[src/rtl/gpx_pkg.sv]
package gpx_pkg;
  localparam int unsigned PTR_W = 8;

  typedef enum logic [1:0] {
    SEL_IN  = 2'd0,
    SEL_OUT = 2'd1,
    SEL_POL = 2'd2,
    SEL_DIR = 2'd3
  } reg_sel_e;

  localparam int unsigned NUM_SEL = 4;
endpackage

[src/rtl/gpx_rst_sync.sv]
module gpx_rst_sync #(
  parameter int unsigned STAGES = 2
) (
  input  logic clk,
  input  logic arst_n,
  output logic rst_n_o
);
  logic [STAGES-1:0] chain_q;

  always_ff @(posedge clk or negedge arst_n) begin
    if (!arst_n) chain_q <= '0;
    else         chain_q <= {chain_q[STAGES-2:0], 1'b1};
  end

  assign rst_n_o = chain_q[STAGES-1];
endmodule

[src/rtl/gpx_sync.sv]
module gpx_sync #(
  parameter int unsigned W      = 8,
  parameter int unsigned STAGES = 2,
  parameter logic [W-1:0] RST_VAL = '1
) (
  input  logic         clk,
  input  logic         rst_n,
  input  logic [W-1:0] din,
  output logic [W-1:0] dout
);
  logic [W-1:0] stage_q [STAGES];

  for (genvar g = 0; g < STAGES; g++) begin : g_stage
    logic [W-1:0] stage_d;
    if (g == 0) begin : g_first
      assign stage_d = din;
    end else begin : g_next
      assign stage_d = stage_q[g-1];
    end
    always_ff @(posedge clk or negedge rst_n) begin
      if (!rst_n) stage_q[g] <= RST_VAL;
      else        stage_q[g] <= stage_d;
    end
  end

  assign dout = stage_q[STAGES-1];
endmodule

[src/rtl/gpx_regs.sv]
module gpx_regs
  import gpx_pkg::*;
#(
  parameter int unsigned W = 8
) (
  input  logic             clk,
  input  logic             rst_n,
  input  logic             start,
  input  logic             wr_valid,
  input  logic [W-1:0]     wr_data,
  input  logic             rd_req,
  input  logic [W-1:0]     pin_lvl,
  output logic [W-1:0]     rd_data,
  output logic [W-1:0]     out_q,
  output logic [W-1:0]     pol_q,
  output logic [W-1:0]     dir_q,
  output logic [PTR_W-1:0] ptr_q,
  output logic             expect_q,
  output logic             snap
);
  localparam logic [PTR_W-1:0] PTR_MAX = PTR_W'(NUM_SEL - 1);

  logic             cmd_phase, expect_d;
  logic [PTR_W-1:0] ptr_d;
  logic [W-1:0]     out_d, pol_d, dir_d, rd_d, in_view;
  logic             data_wr;

  assign cmd_phase = expect_q | start;
  assign data_wr   = wr_valid & ~cmd_phase;
  assign in_view   = pin_lvl ^ pol_q;
  assign snap      = rd_req && (ptr_q == PTR_W'(SEL_IN));

  always_comb begin
    expect_d = expect_q;
    if (start)                 expect_d = 1'b1;
    if (wr_valid && cmd_phase) expect_d = 1'b0;

    ptr_d = ptr_q;
    if (wr_valid && cmd_phase) ptr_d = PTR_W'(wr_data);

    out_d = out_q;
    pol_d = pol_q;
    dir_d = dir_q;
    if (data_wr && ptr_q <= PTR_MAX) begin
      case (reg_sel_e'(ptr_q[1:0]))
        SEL_OUT: out_d = wr_data;
        SEL_POL: pol_d = wr_data;
        SEL_DIR: dir_d = wr_data;
        default: ;
      endcase
    end

    rd_d = '0;
    if (ptr_q <= PTR_MAX) begin
      case (reg_sel_e'(ptr_q[1:0]))
        SEL_IN:  rd_d = in_view;
        SEL_OUT: rd_d = out_q;
        SEL_POL: rd_d = pol_q;
        SEL_DIR: rd_d = dir_q;
        default: rd_d = '0;
      endcase
    end
  end

  always_ff @(posedge clk or negedge rst_n) begin
    if (!rst_n) begin
      expect_q <= 1'b0;
      ptr_q    <= '0;
      out_q    <= '1;
      pol_q    <= '0;
      dir_q    <= '1;
    end else begin
      expect_q <= expect_d;
      ptr_q    <= ptr_d;
      out_q    <= out_d;
      pol_q    <= pol_d;
      dir_q    <= dir_d;
    end
  end

  always_ff @(posedge clk or negedge rst_n) begin
    if (!rst_n)      rd_data <= '0;
    else if (rd_req) rd_data <= rd_d;
  end
endmodule

[src/rtl/gpx_irq.sv]
module gpx_irq #(
  parameter int unsigned W = 8
) (
  input  logic         clk,
  input  logic         rst_n,
  input  logic [W-1:0] lvl,
  input  logic [W-1:0] dir,
  input  logic         snap,
  output logic         irq_q
);
  logic [W-1:0] ref_q;
  logic         irq_d;

  assign irq_d = ~snap & (|((lvl ^ ref_q) & dir));

  always_ff @(posedge clk or negedge rst_n) begin
    if (!rst_n)    ref_q <= '1;
    else if (snap) ref_q <= lvl;
  end

  always_ff @(posedge clk or negedge rst_n) begin
    if (!rst_n) irq_q <= 1'b0;
    else        irq_q <= irq_d;
  end
endmodule

[src/rtl/gpx_port.sv]
module gpx_port
  import gpx_pkg::*;
#(
  parameter int unsigned PORT_W      = 8,
  parameter int unsigned SYNC_STAGES = 2,
  parameter int unsigned RST_STAGES  = 2
) (
  input  logic              clk,
  input  logic              rst_n,
  input  logic              bus_start,
  input  logic              bus_wr_valid,
  input  logic [PORT_W-1:0] bus_wr_data,
  input  logic              bus_rd_req,
  output logic [PORT_W-1:0] bus_rd_data,
  input  logic [PORT_W-1:0] pin_in,
  output logic [PORT_W-1:0] pin_out,
  output logic [PORT_W-1:0] pin_oe,
  output logic              irq_n,
  output logic              irq_oe
);
  logic              rst_n_s;
  logic [PORT_W-1:0] lvl_s, out_q, pol_q, dir_q;
  logic [PTR_W-1:0]  ptr_q;
  logic              expect_q, snap, irq_q;

  gpx_rst_sync #(.STAGES(RST_STAGES)) u_rst (
    .clk(clk), .arst_n(rst_n), .rst_n_o(rst_n_s)
  );

  gpx_sync #(.W(PORT_W), .STAGES(SYNC_STAGES), .RST_VAL('1)) u_sync (
    .clk(clk), .rst_n(rst_n_s), .din(pin_in), .dout(lvl_s)
  );

  gpx_regs #(.W(PORT_W)) u_regs (
    .clk(clk), .rst_n(rst_n_s), .start(bus_start), .wr_valid(bus_wr_valid),
    .wr_data(bus_wr_data), .rd_req(bus_rd_req), .pin_lvl(lvl_s),
    .rd_data(bus_rd_data), .out_q(out_q), .pol_q(pol_q), .dir_q(dir_q),
    .ptr_q(ptr_q), .expect_q(expect_q), .snap(snap)
  );

  gpx_irq #(.W(PORT_W)) u_irq (
    .clk(clk), .rst_n(rst_n_s), .lvl(lvl_s), .dir(dir_q), .snap(snap),
    .irq_q(irq_q)
  );

  assign pin_oe  = ~dir_q;
  assign pin_out = out_q & ~dir_q;
  assign irq_n   = ~irq_q;
  assign irq_oe  = irq_q;
endmodule

[config.mk]
export PLATFORM = sky130hd
export DESIGN_NAME = gpx_port
export DESIGN_NICKNAME = d
export VERILOG_FILES = /design/src/rtl/gpx_pkg.sv /design/src/rtl/gpx_rst_sync.sv /design/src/rtl/gpx_sync.sv /design/src/rtl/gpx_regs.sv /design/src/rtl/gpx_irq.sv /design/src/rtl/gpx_port.sv
export SDC_FILE = /design/constraint.sdc
export NUM_CORES = 1
export LEC_CHECK = 0
export ABC_AREA = 0
export ABC_CLOCK_PERIOD_IN_PS = 2300
export BUFFER_PORTS_ARGS = -buffer_cell sky130_fd_sc_hd__buf_4
export CAP_MARGIN = 20
export CORE_MARGIN = 3
export CORE_UTILIZATION = 55
export CTS_CLUSTER_SIZE = 16
export DETAILED_ROUTE_END_ITERATION = 10
export GPL_TIMING_DRIVEN = 0
export PLACE_DENSITY = 0.78
export SYNTH_ARGS = -nofsm -noshare
export SYNTH_HDL_FRONTEND = slang
export SYNTH_SLANG_ARGS = --single-unit
export TNS_END_PERCENT = 50
[constraint.sdc]
create_clock -name clk -period 2.3 [get_ports clk]
set_input_delay 0.23 -clock clk [delete_from_list [all_inputs] [get_ports clk]]
set_output_delay 0.23 -clock clk [all_outputs]
set_load 0.1 [all_outputs]
# [Word level (Yosys, flattened, before mapping)]
# Index checks and enable logic that the tools add are counted.
[word_totals] reg_bits=68 input_bits=21 word_cells=40
[op_classes] order_cmp=1 eq_ne=3 reduce_logical=10 n_bitwise=11 mux=4
[op_table] cell="case mux 8 bit (4 select lines)" n=1
[op_table] cell="AND 8 bit" n=2
[op_table] cell="XOR 8 bit" n=2
[op_table] cell="<= comparator 8 x 2 -> 1 bit (second input constant)" n=1
[op_table] cell="logical NOT 8 bit" n=1
[op_table] cell="2-to-1 mux 8 bit" n=1
[op_table] cell="NOT 8 bit" n=1
[op_table] cell="OR reduction 8 bit" n=1
[op_table] cell="AND reduction 2 bit" n=3
[op_table] cell="equality test 2 bit (second input constant)" n=2
[op_table] cell="logical AND 1 bit" n=3
[op_table] cell="NOT 1 bit" n=3
[op_table] cell="AND 1 bit" n=2
[op_table] cell="equality test 2 x 1 -> 1 bit (second input constant)" n=1
[op_table] cell="logical NOT 2 bit" n=1
[op_table] cell="2-to-1 mux 1 bit" n=2
[op_table] cell="nonzero test 2 bit" n=1
[op_table] cell="bitwise OR 1 bit" n=1

# [Longest topological paths before layout]
# Gate-level depths: netlist (run 1).
[logic_depth] word_depth=5 mapped_depth=5 mapped_depth_nobuf=4

# [By module]
# A second synthesis (run 1) with hierarchy kept.
[unflattened] cells_unflattened=213 hier_area_um2=3009.1
[by_module_without_submodules] mod="gpx_regs" area_each_um2=2011.9 n_inst=1 seq_area_each_um2=1046.0 cells_per_inst=146
[by_module_without_submodules] mod="gpx_irq" area_each_um2=439.2 n_inst=1 seq_area_each_um2=235.2 cells_per_inst=31
[by_module_without_submodules] mod="gpx_sync" area_each_um2=420.4 n_inst=1 seq_area_each_um2=420.4 cells_per_inst=16
[by_module_without_submodules] mod="gpx_port" area_each_um2=83.8 n_inst=1 seq_area_each_um2=0.0 cells_per_inst=17
[by_module_without_submodules] mod="gpx_rst_sync" area_each_um2=53.8 n_inst=1 seq_area_each_um2=50.0 cells_per_inst=3

# [Worst setup path before layout (run 1)]
# OpenSTA, ideal clock, no wires.
[synth_path] path_type="register to output" startpoint="reg u_regs.out_q[0]" endpoint="out pin_out[0]" stages_incl_launch_ff=2 path_buffers=0 slack_ns=0.202 arrival_ns=1.868 required_ns=2.070 cell_sequence="dfstp_2 -> nor2b_1"
[synth_via] elab_chain_cells=1
[synth_rtl] element="start: declaration" line_no="gpx_regs.sv:14" text="output logic [W-1:0] out_q,"
[synth_rtl] element="start signal: assignment" line_no="gpx_regs.sv:75" text="out_q <= out_d;"
[synth_rtl] element="AND 8 bit" line_no="gpx_port.sv:47" text="assign pin_out = out_q & ~dir_q;"
[synth_rtl] element="end: declaration" line_no="gpx_port.sv:16" text="output logic [PORT_W-1:0] pin_out,"
# Every way passes these cells.

# [Worst setup path after layout (run 1)]
[layout_path] startpoint="reg u_regs.ptr_q[0]" endpoint="reg u_regs.pol_q[6]"
[layout_via] elab_chain_cells=3 elab_cells_between_ends=4 classes_between="order compare (1); eq/ne (1); reduce/logical (2)"
[layout_rtl] element="start: declaration" line_no="gpx_regs.sv:17" text="output logic [PTR_W-1:0] ptr_q,"
[layout_rtl] element="start signal: assignment" line_no="gpx_regs.sv:74" text="ptr_q <= ptr_d;"
[layout_rtl] element="<= comparator 8 x 2 -> 1 bit" line_no="gpx_regs.sv:44" text="if (data_wr && ptr_q <= PTR_MAX) begin"
[layout_rtl] element="logical AND 1 bit" line_no="gpx_regs.sv:44"
[layout_rtl] element="AND reduction 2 bit (no source line) (*)"
[layout_rtl] element="end signal: assignment" line_no="gpx_regs.sv:76" text="pol_q <= pol_d;"
[layout_rtl] element="end: declaration" line_no="gpx_regs.sv:15" text="output logic [W-1:0] pol_q,"
# Every way passes the cells marked *; elsewhere a longest branch is shown, timed or not.
# A chain may end at the register's enable or synchronous reset.

==> results of run 1 <==
[logic make-up (layout without fill, tap and decap cells)]
group	Yosys count	count (layout)	share of synthesized area, %
buf+inv	14	89	1.93
other cells	1	1	0.128
simple gates	49	49	10.1
xor+xnor	8	8	2.40
flops	68	68	60.0
compound gates	12	12	3.17
mux	50	50	22.4
[repair_timing]
item,CTS,global route
gates resized for setup,0,0
hold buffers,9,0
setup buffers,0,3
endpoints found under the setup margin,0,8
endpoints found under the hold margin,10,0
[worst min path at each step]
stage | from | endpoint | slack (ns) | depth (start not counted)
global placement | rst_n | u_rst.chain_q[0] | 0.01 | 1
finish | bus_wr_valid | u_regs.expect_q | 0.06 | 2
global route | bus_wr_valid | u_regs.expect_q | 0.06 | 2
CTS | bus_wr_valid | u_regs.expect_q | 0.06 | 2
detailed placement | rst_n | u_rst.chain_q[0] | 0.01 | 1
floorplan | rst_n | u_rst.chain_q[0] | -0.07 | 0
[per-layer routing]
layer / global-route usage [%] / wire length [microns]
met1: 28.6 / 2570
met2: 32.6 / 2800
met3: 5.22 / 296
met4: 10.5 / 173
met5: 0 / 0
[flip-flops by register name, indices dropped and copies added, names as in the netlist]
signal                  cells
u_sync.g_stage.stage_d      8
u_regs.ptr_q                8
u_regs.rd_data              8
u_regs.out_q                8
u_regs.expect_q             1
u_rst.chain_q               2
u_sync.dout                 8
u_irq.ref_q                 8
u_regs.pol_q                8
u_irq.irq_q                 1
u_regs.dir_q                8
[layout make-up]
cell class / instances / area [sq um]
Fill cell: 328 / 1230
Clock inverter: 1 / 5.00
Timing Repair Buffer: 59 / 478
Sequential cell: 68 / 1750
Buffer: 5 / 22.5
Inverter: 9 / 33.8
Multi-Input combinational cell: 120 / 1110
Clock buffer: 15 / 186
Tap cell: 67 / 83.8
[placed cells by master, fill, tap and decap left out]
master | synthesis | layout
mux4_2 | 8 | 8
o21ai_1 | 1 | 1
nand4_1 | 2 | 2
nand2_1 | 8 | 8
nor3_1 | 8 | 8
o22ai_1 | 2 | 2
a21oi_1 | 1 | 1
nand2_2 | 1 | 1
dlygate4sd3_1 | 0 | 9
nor4b_4 | 1 | 1
a221oi_1 | 2 | 2
nor4b_1 | 1 | 1
inv_1 | 9 | 9
conb_1 | 1 | 1
dfrtp_1 | 28 | 27
mux2_2 | 42 | 42
clkbuf_1 | 2 | 4
clkinv_2 | 0 | 1
nor4_4 | 1 | 1
and3_1 | 1 | 1
a31o_2 | 6 | 6
or3b_1 | 1 | 1
xnor2_1 | 4 | 4
dfrtp_2 | 0 | 1
xor2_1 | 4 | 4
nor3b_1 | 2 | 2
nor2b_1 | 14 | 14
nor2_1 | 9 | 9
buf_2 | 3 | 3
dfstp_2 | 40 | 40
buf_4 | 0 | 49
clkbuf_8 | 0 | 13
buf_12 | 0 | 1
[where the power goes]
group / switching [mW] / internal [mW]
Clock: 0.421 / 0.509
Combinational: 0.326 / 0.214
Sequential: 0.0846 / 1.33
Total: 0.832 / 2.05
==> summary.md, run 1 <==
| Metric | Value |
|---|---|
| Status | completed |
| Fin crit period | 2.07 ns |
| Number of synthesized flops with an enable pin | 0 |
| Crit-path max cell delay | 0.52 ns |
| CTS tree | built |
| Unrepaired setup endpoints after global routing | no |
| Final weighted congestion in routability-driven placement | 0.714 |
| Lkg Pwr | 1.62 nW |
| # setup viols final | 0 |
| Synth top area share | 36.0% |
| I/O pin count | 47 |
| Clock Sinks | 68 |
| Max Clk Rate | 0.484 GHz |
| Syn_nets | 223 |
| Area Overhead vs Synth | 25.8% |
| Fin util | 74.9% |
| Post-Syn Area per Cell | 14.5 sq um |
| Top delay family on crit path | simple AND/OR/NAND/NOR gates |
| Placed inst area | 0.00337 sq mm |
| GRT overflow | 0 |
| Max VDD drop | 687 uV |
| DIE WIDTH | 78.9 microns |
| Yosys cell types | 27 |
| Die H | 78.9 microns |
| Largest net degree at the start of global routing | 36 |
| Vias | 1848 |
| First-pass GRT wire length | 9.79 mm |
| Die ar. | 0.00622 sq mm |
| Top-count cell post-synth | mux2_2 |
| PD cells | 785 mW/mm^2 |
| Worst setup margin | 0.232 ns |
| DRC viols | 0 |
| Synth area leaders | dfstp_2 (36%), dfrtp_1 (24%), mux2_2 (16%) |
| Worst R2R Path Depth | 4 |
| Crit path kind | reg -> reg |
| H-tree Lvls | 3 |
| Max-cap viol count | 0 |
| Clock Tree Buf Depth | 2 |
| I/O Buffers | 46 |
| Synth top cells by count | mux2_2 (42), dfstp_2 (40), dfrtp_1 (28) |
| Flop-to-flop setup slack | 0.23 ns |
| Startpoint Class | register |
| CP max FO | 10 |
| Synthesized instance count | 202 |
| Buf+Inv Stages, Crit Path | 1 |
| Root buf cell | clkbuf_8 |
| Final hold vios | 0 |
| Via-to-Cell Ratio | 5.37 |
| DP Worst Slack | 0.0734 ns |
| Clk slew on worst S/H paths | 0.07 ns |
| 1st-iter DRT viols | 66 |
| Worst Path Arrival | 2.29 ns |
| CP required | 2.53 ns |
| Final Max Tran Viols | 0 |
| Critical Path Source | u_regs.ptr_q[0] |
| Crit-path cells | buf_2, nor4b_1, nand4_1, mux2_2 |
| Layout Nets | 293 |
| Yosys reg bits | 68 |
| Crit path capture type | register |
| Worst-margin pin slew | 0.785 ns |
| Leading register cell type out of synthesis | dfstp_2 |
| Detail Placement HPWL | 3.83 mm |
| Post-synth top area cell | dfstp_2 |
| Ys Warns | 0 |
| Vias in the first global route | 1930 |
| Detail Route Antenna Nets | 0 |
| Worst clock skew | 0.00862 ns |
| Crit path capture | u_regs.pol_q[6] |
| Worst path depth | 4 |
| CTS buffer count | 9 |
| Initial antenna violation count | 0 |
| Total Power | 2.89 mW |
| Synthesized area | 0.00292 sq mm |
| Reg-to-reg startpoint | u_regs.ptr_q[0] |
| Routed wire per std cell | 17.0 microns |
| Min-Delay Path Class | in -> reg |
| Antenna Cells | 0 |
| Non-Filler Instances | 344 |
| Inst Count DP | 316 |
| Sequential share of the synthesized area | 60.0% |
| Slowest-stage cell, CP | nand4_1 |
| Hold WS | 0.0649 ns |
| Async SR Flop Fraction | 100% |
| Drt pass-1 iters | 4 |
| Worst-skew pair later-pin latency | 0.34 ns |
| Final period utilization | 89.9% |
| Initial Util | 59.5% |
| FP Rows | 25 |
| Setup_tns | 0 ns |
| Total GRT Usage | 21.3% |
| FF-to-FF End | u_regs.pol_q[6] |
| Core footprint | 0.00491 sq mm |
| Slew headroom | 47.3% |
| Final wirelength | 5.84 mm |
| Cell area after layout | 0.00368 sq mm |
| Share of cells above drive strength 1 | 60.3% |
Power figures use the tool's default switching activity.
==> run 2, diff against run 1 <==
- REMOVE_ABC_BUFFERS: default -> 1
==> summary.md, run 2 (synthesized netlist as in run 1, its figures left out) <==
| Metric | Value |
|---|---|
| Final weighted congestion in routability-driven placement | 0.750 (+5.1%) |
| I/O pin count | 47 (unchanged) |
| Crit path capture | u_regs.pol_q[1] |
| Worst path depth | 3 (-1) |
| DRC viols | 0 (unchanged) |
| CP required | 2.51 ns (-0.02 ns) |
| Vias in the first global route | 1833 (-5.0%) |
| Initial antenna violation count | 0 (unchanged) |
| Die H | 78.9 microns (unchanged) |
| Clock Sinks | 68 (unchanged) |
| Share of cells above drive strength 1 | 60.1% (-0.14 points) |
| FP Rows | 25 (unchanged) |
| Most frequent cells in the layout | buf_4 (48), mux2_2 (42), dfstp_2 (40) |
| Area Overhead vs Synth | 24.5% |
| Root buf cell | clkbuf_8 |
| Initial Util | 59.5% (unchanged) |
| Met2 Usage GRT | 31.5% (-1.1 points) |
| Crit-path max cell delay | 0.59 ns (+0.07 ns) |
| Lkg Pwr | 1.60 nW (-1.5%) |
| Hold WS | 0.0750 ns (+0.0101 ns) |
| Clk slew on worst S/H paths | 0.07 ns (about the same) |
| Unrepaired setup endpoints after global routing | no |
| Startpoint Class | register |
| Max-cap viol count | 0 (unchanged) |
| First-pass GRT wire length | 9.07 mm (-7.3%) |
| Final hold vios | 0 (unchanged) |
| PD cells | 776 mW/mm^2 (-1.2%) |
| Worst-margin pin slew | 0.794 ns (+0.00913 ns) |
| Worst clock skew | 0.00551 ns (-0.00312 ns) |
| Final period utilization | 91.9% (+2.0 points) |
| Critical Path Source | u_regs.ptr_q[0] |
| Met3 usage | 3.51% (-1.7 points) |
| Fin util | 74.1% (-0.79 points) |
| Vias | 1790 (-3.1%) |
| Min-Delay Path Class | in -> reg |
| Non-Filler Instances | 338 (-1.7%) |
| Core footprint | 0.00491 sq mm (unchanged) |
| Slew headroom | 46.7% (-0.61 points) |
| Routed wire per std cell | 15.9 microns (-6.1%) |
| Antenna Cells | 0 (unchanged) |
| Met1 GRT Util | 25.2% (-3.5 points) |
| CP max FO | 20 (+10) |
| Reg-to-reg startpoint | u_regs.ptr_q[0] |
| H-tree Lvls | 3 (unchanged) |
| CTS tree | built |
| Largest net degree at the start of global routing | 43 (+19%) |
| GRT overflow | 0 (unchanged) |
| Buf+Inv Stages, Crit Path | 0 (-1) |
| Layout Nets | 287 (-2.0%) |
| Commonest non-fill, non-tap cell in the layout | buf_4 |
| Via-to-Cell Ratio | 5.30 (-1.4%) |
| Crit path kind | reg -> reg |
| I/O Buffers | 46 (unchanged) |
| Die ar. | 0.00622 sq mm (unchanged) |
| Fin crit period | 2.11 ns (+0.0450 ns) |
| Max VDD drop | 605 uV (-12%) |
| Final Max Tran Viols | 0 (unchanged) |
| Slowest-stage cell, CP | dfrtp_2 |
| Clock Tree Buf Depth | 2 (unchanged) |
| Crit path capture type | register |
| Worst Path Arrival | 2.33 ns (+0.04 ns) |
| Inst Count DP | 311 (-1.6%) |
| GRT Max-Usage Layer | met2 |
| Final wirelength | 5.39 mm (-7.7%) |
| Total GRT Usage | 19.4% (-1.9 points) |
| Max Clk Rate | 0.473 GHz (-2.1%) |
| Drt pass-1 iters | 4 (unchanged) |
| CTS buffer count | 9 (unchanged) |
| Detail Route Antenna Nets | 0 (unchanged) |
| Crit-path cells | nor4b_1, nand4_1, mux2_2 |
| Top delay family on crit path | simple AND/OR/NAND/NOR gates |
| # setup viols final | 0 (unchanged) |
| 1st-iter DRT viols | 198 (+200%) |
| Detail Placement HPWL | 3.62 mm (-5.5%) |
| Worst R2R Path Depth | 3 (-1) |
| Status | completed |
| Flop-to-flop setup slack | 0.19 ns (-0.04 ns) |
| Worst-skew pair later-pin latency | 0.33 ns (about the same) |
| FF-to-FF End | u_regs.pol_q[1] |
| DIE WIDTH | 78.9 microns (unchanged) |
run 2: final cells by class:
class,instances,area [sq um]
Clock buffer,15,176
Clock inverter,1,5.00
Fill cell,318,1270
Inverter,9,33.8
Multi-Input combinational cell,120,1110
Sequential cell,68,1750
Tap cell,67,83.8
Timing Repair Buffer,58,470
run 2: timing repair:
item,in CTS,in global routing
hold buffers,9,0
buffers inserted,0,2
pin swaps,0,1
setup endpoints to repair,9,8
gates resized for setup,1,0
endpoints found under the hold margin,10,0
run 2: stage by stage:
step	cell area [sq um]	power, mW	setup WS [ns]	TNS (ns)
2_1_floorplan	2900	1.81	0.202	0
3_3_place_gp	3330	1.93	-0.361	-9.32
3_5_place_dp	3350	1.95	0.00358	0
4_1_cts	3620	2.85	0.0136	0
5_1_grt	3640	2.95	0.0132	0
6_report	3640	2.82	0.187	0
run 2: worst min-delay path by stage:
stage / startpoint / cells after the start / slack, ns / endpoint
after floorplan: rst_n / 0 / -0.07 / u_rst.chain_q[0]
after global placement: rst_n / 1 / 0.01 / u_rst.chain_q[0]
after detailed placement: rst_n / 1 / 0.01 / u_rst.chain_q[0]
after CTS: bus_wr_valid / 2 / 0.06 / u_regs.expect_q
after global routing: bus_wr_valid / 2 / 0.07 / u_regs.expect_q
final: bus_wr_valid / 2 / 0.08 / u_regs.expect_q
run 2: layer usage:
layer	vias to the layer above	share of wire, %
li1	844	-
met1	896	44
met2	43	50
met3	7	4.7
met4	0	1.3
met5	-	0
run 2: power by group:
| part | switching (mW) | internal [mW] |
|---|---|---|
| clock | 0.404 | 0.480 |
| combinational | 0.287 | 0.209 |
| sequential | 0.111 | 1.33 |
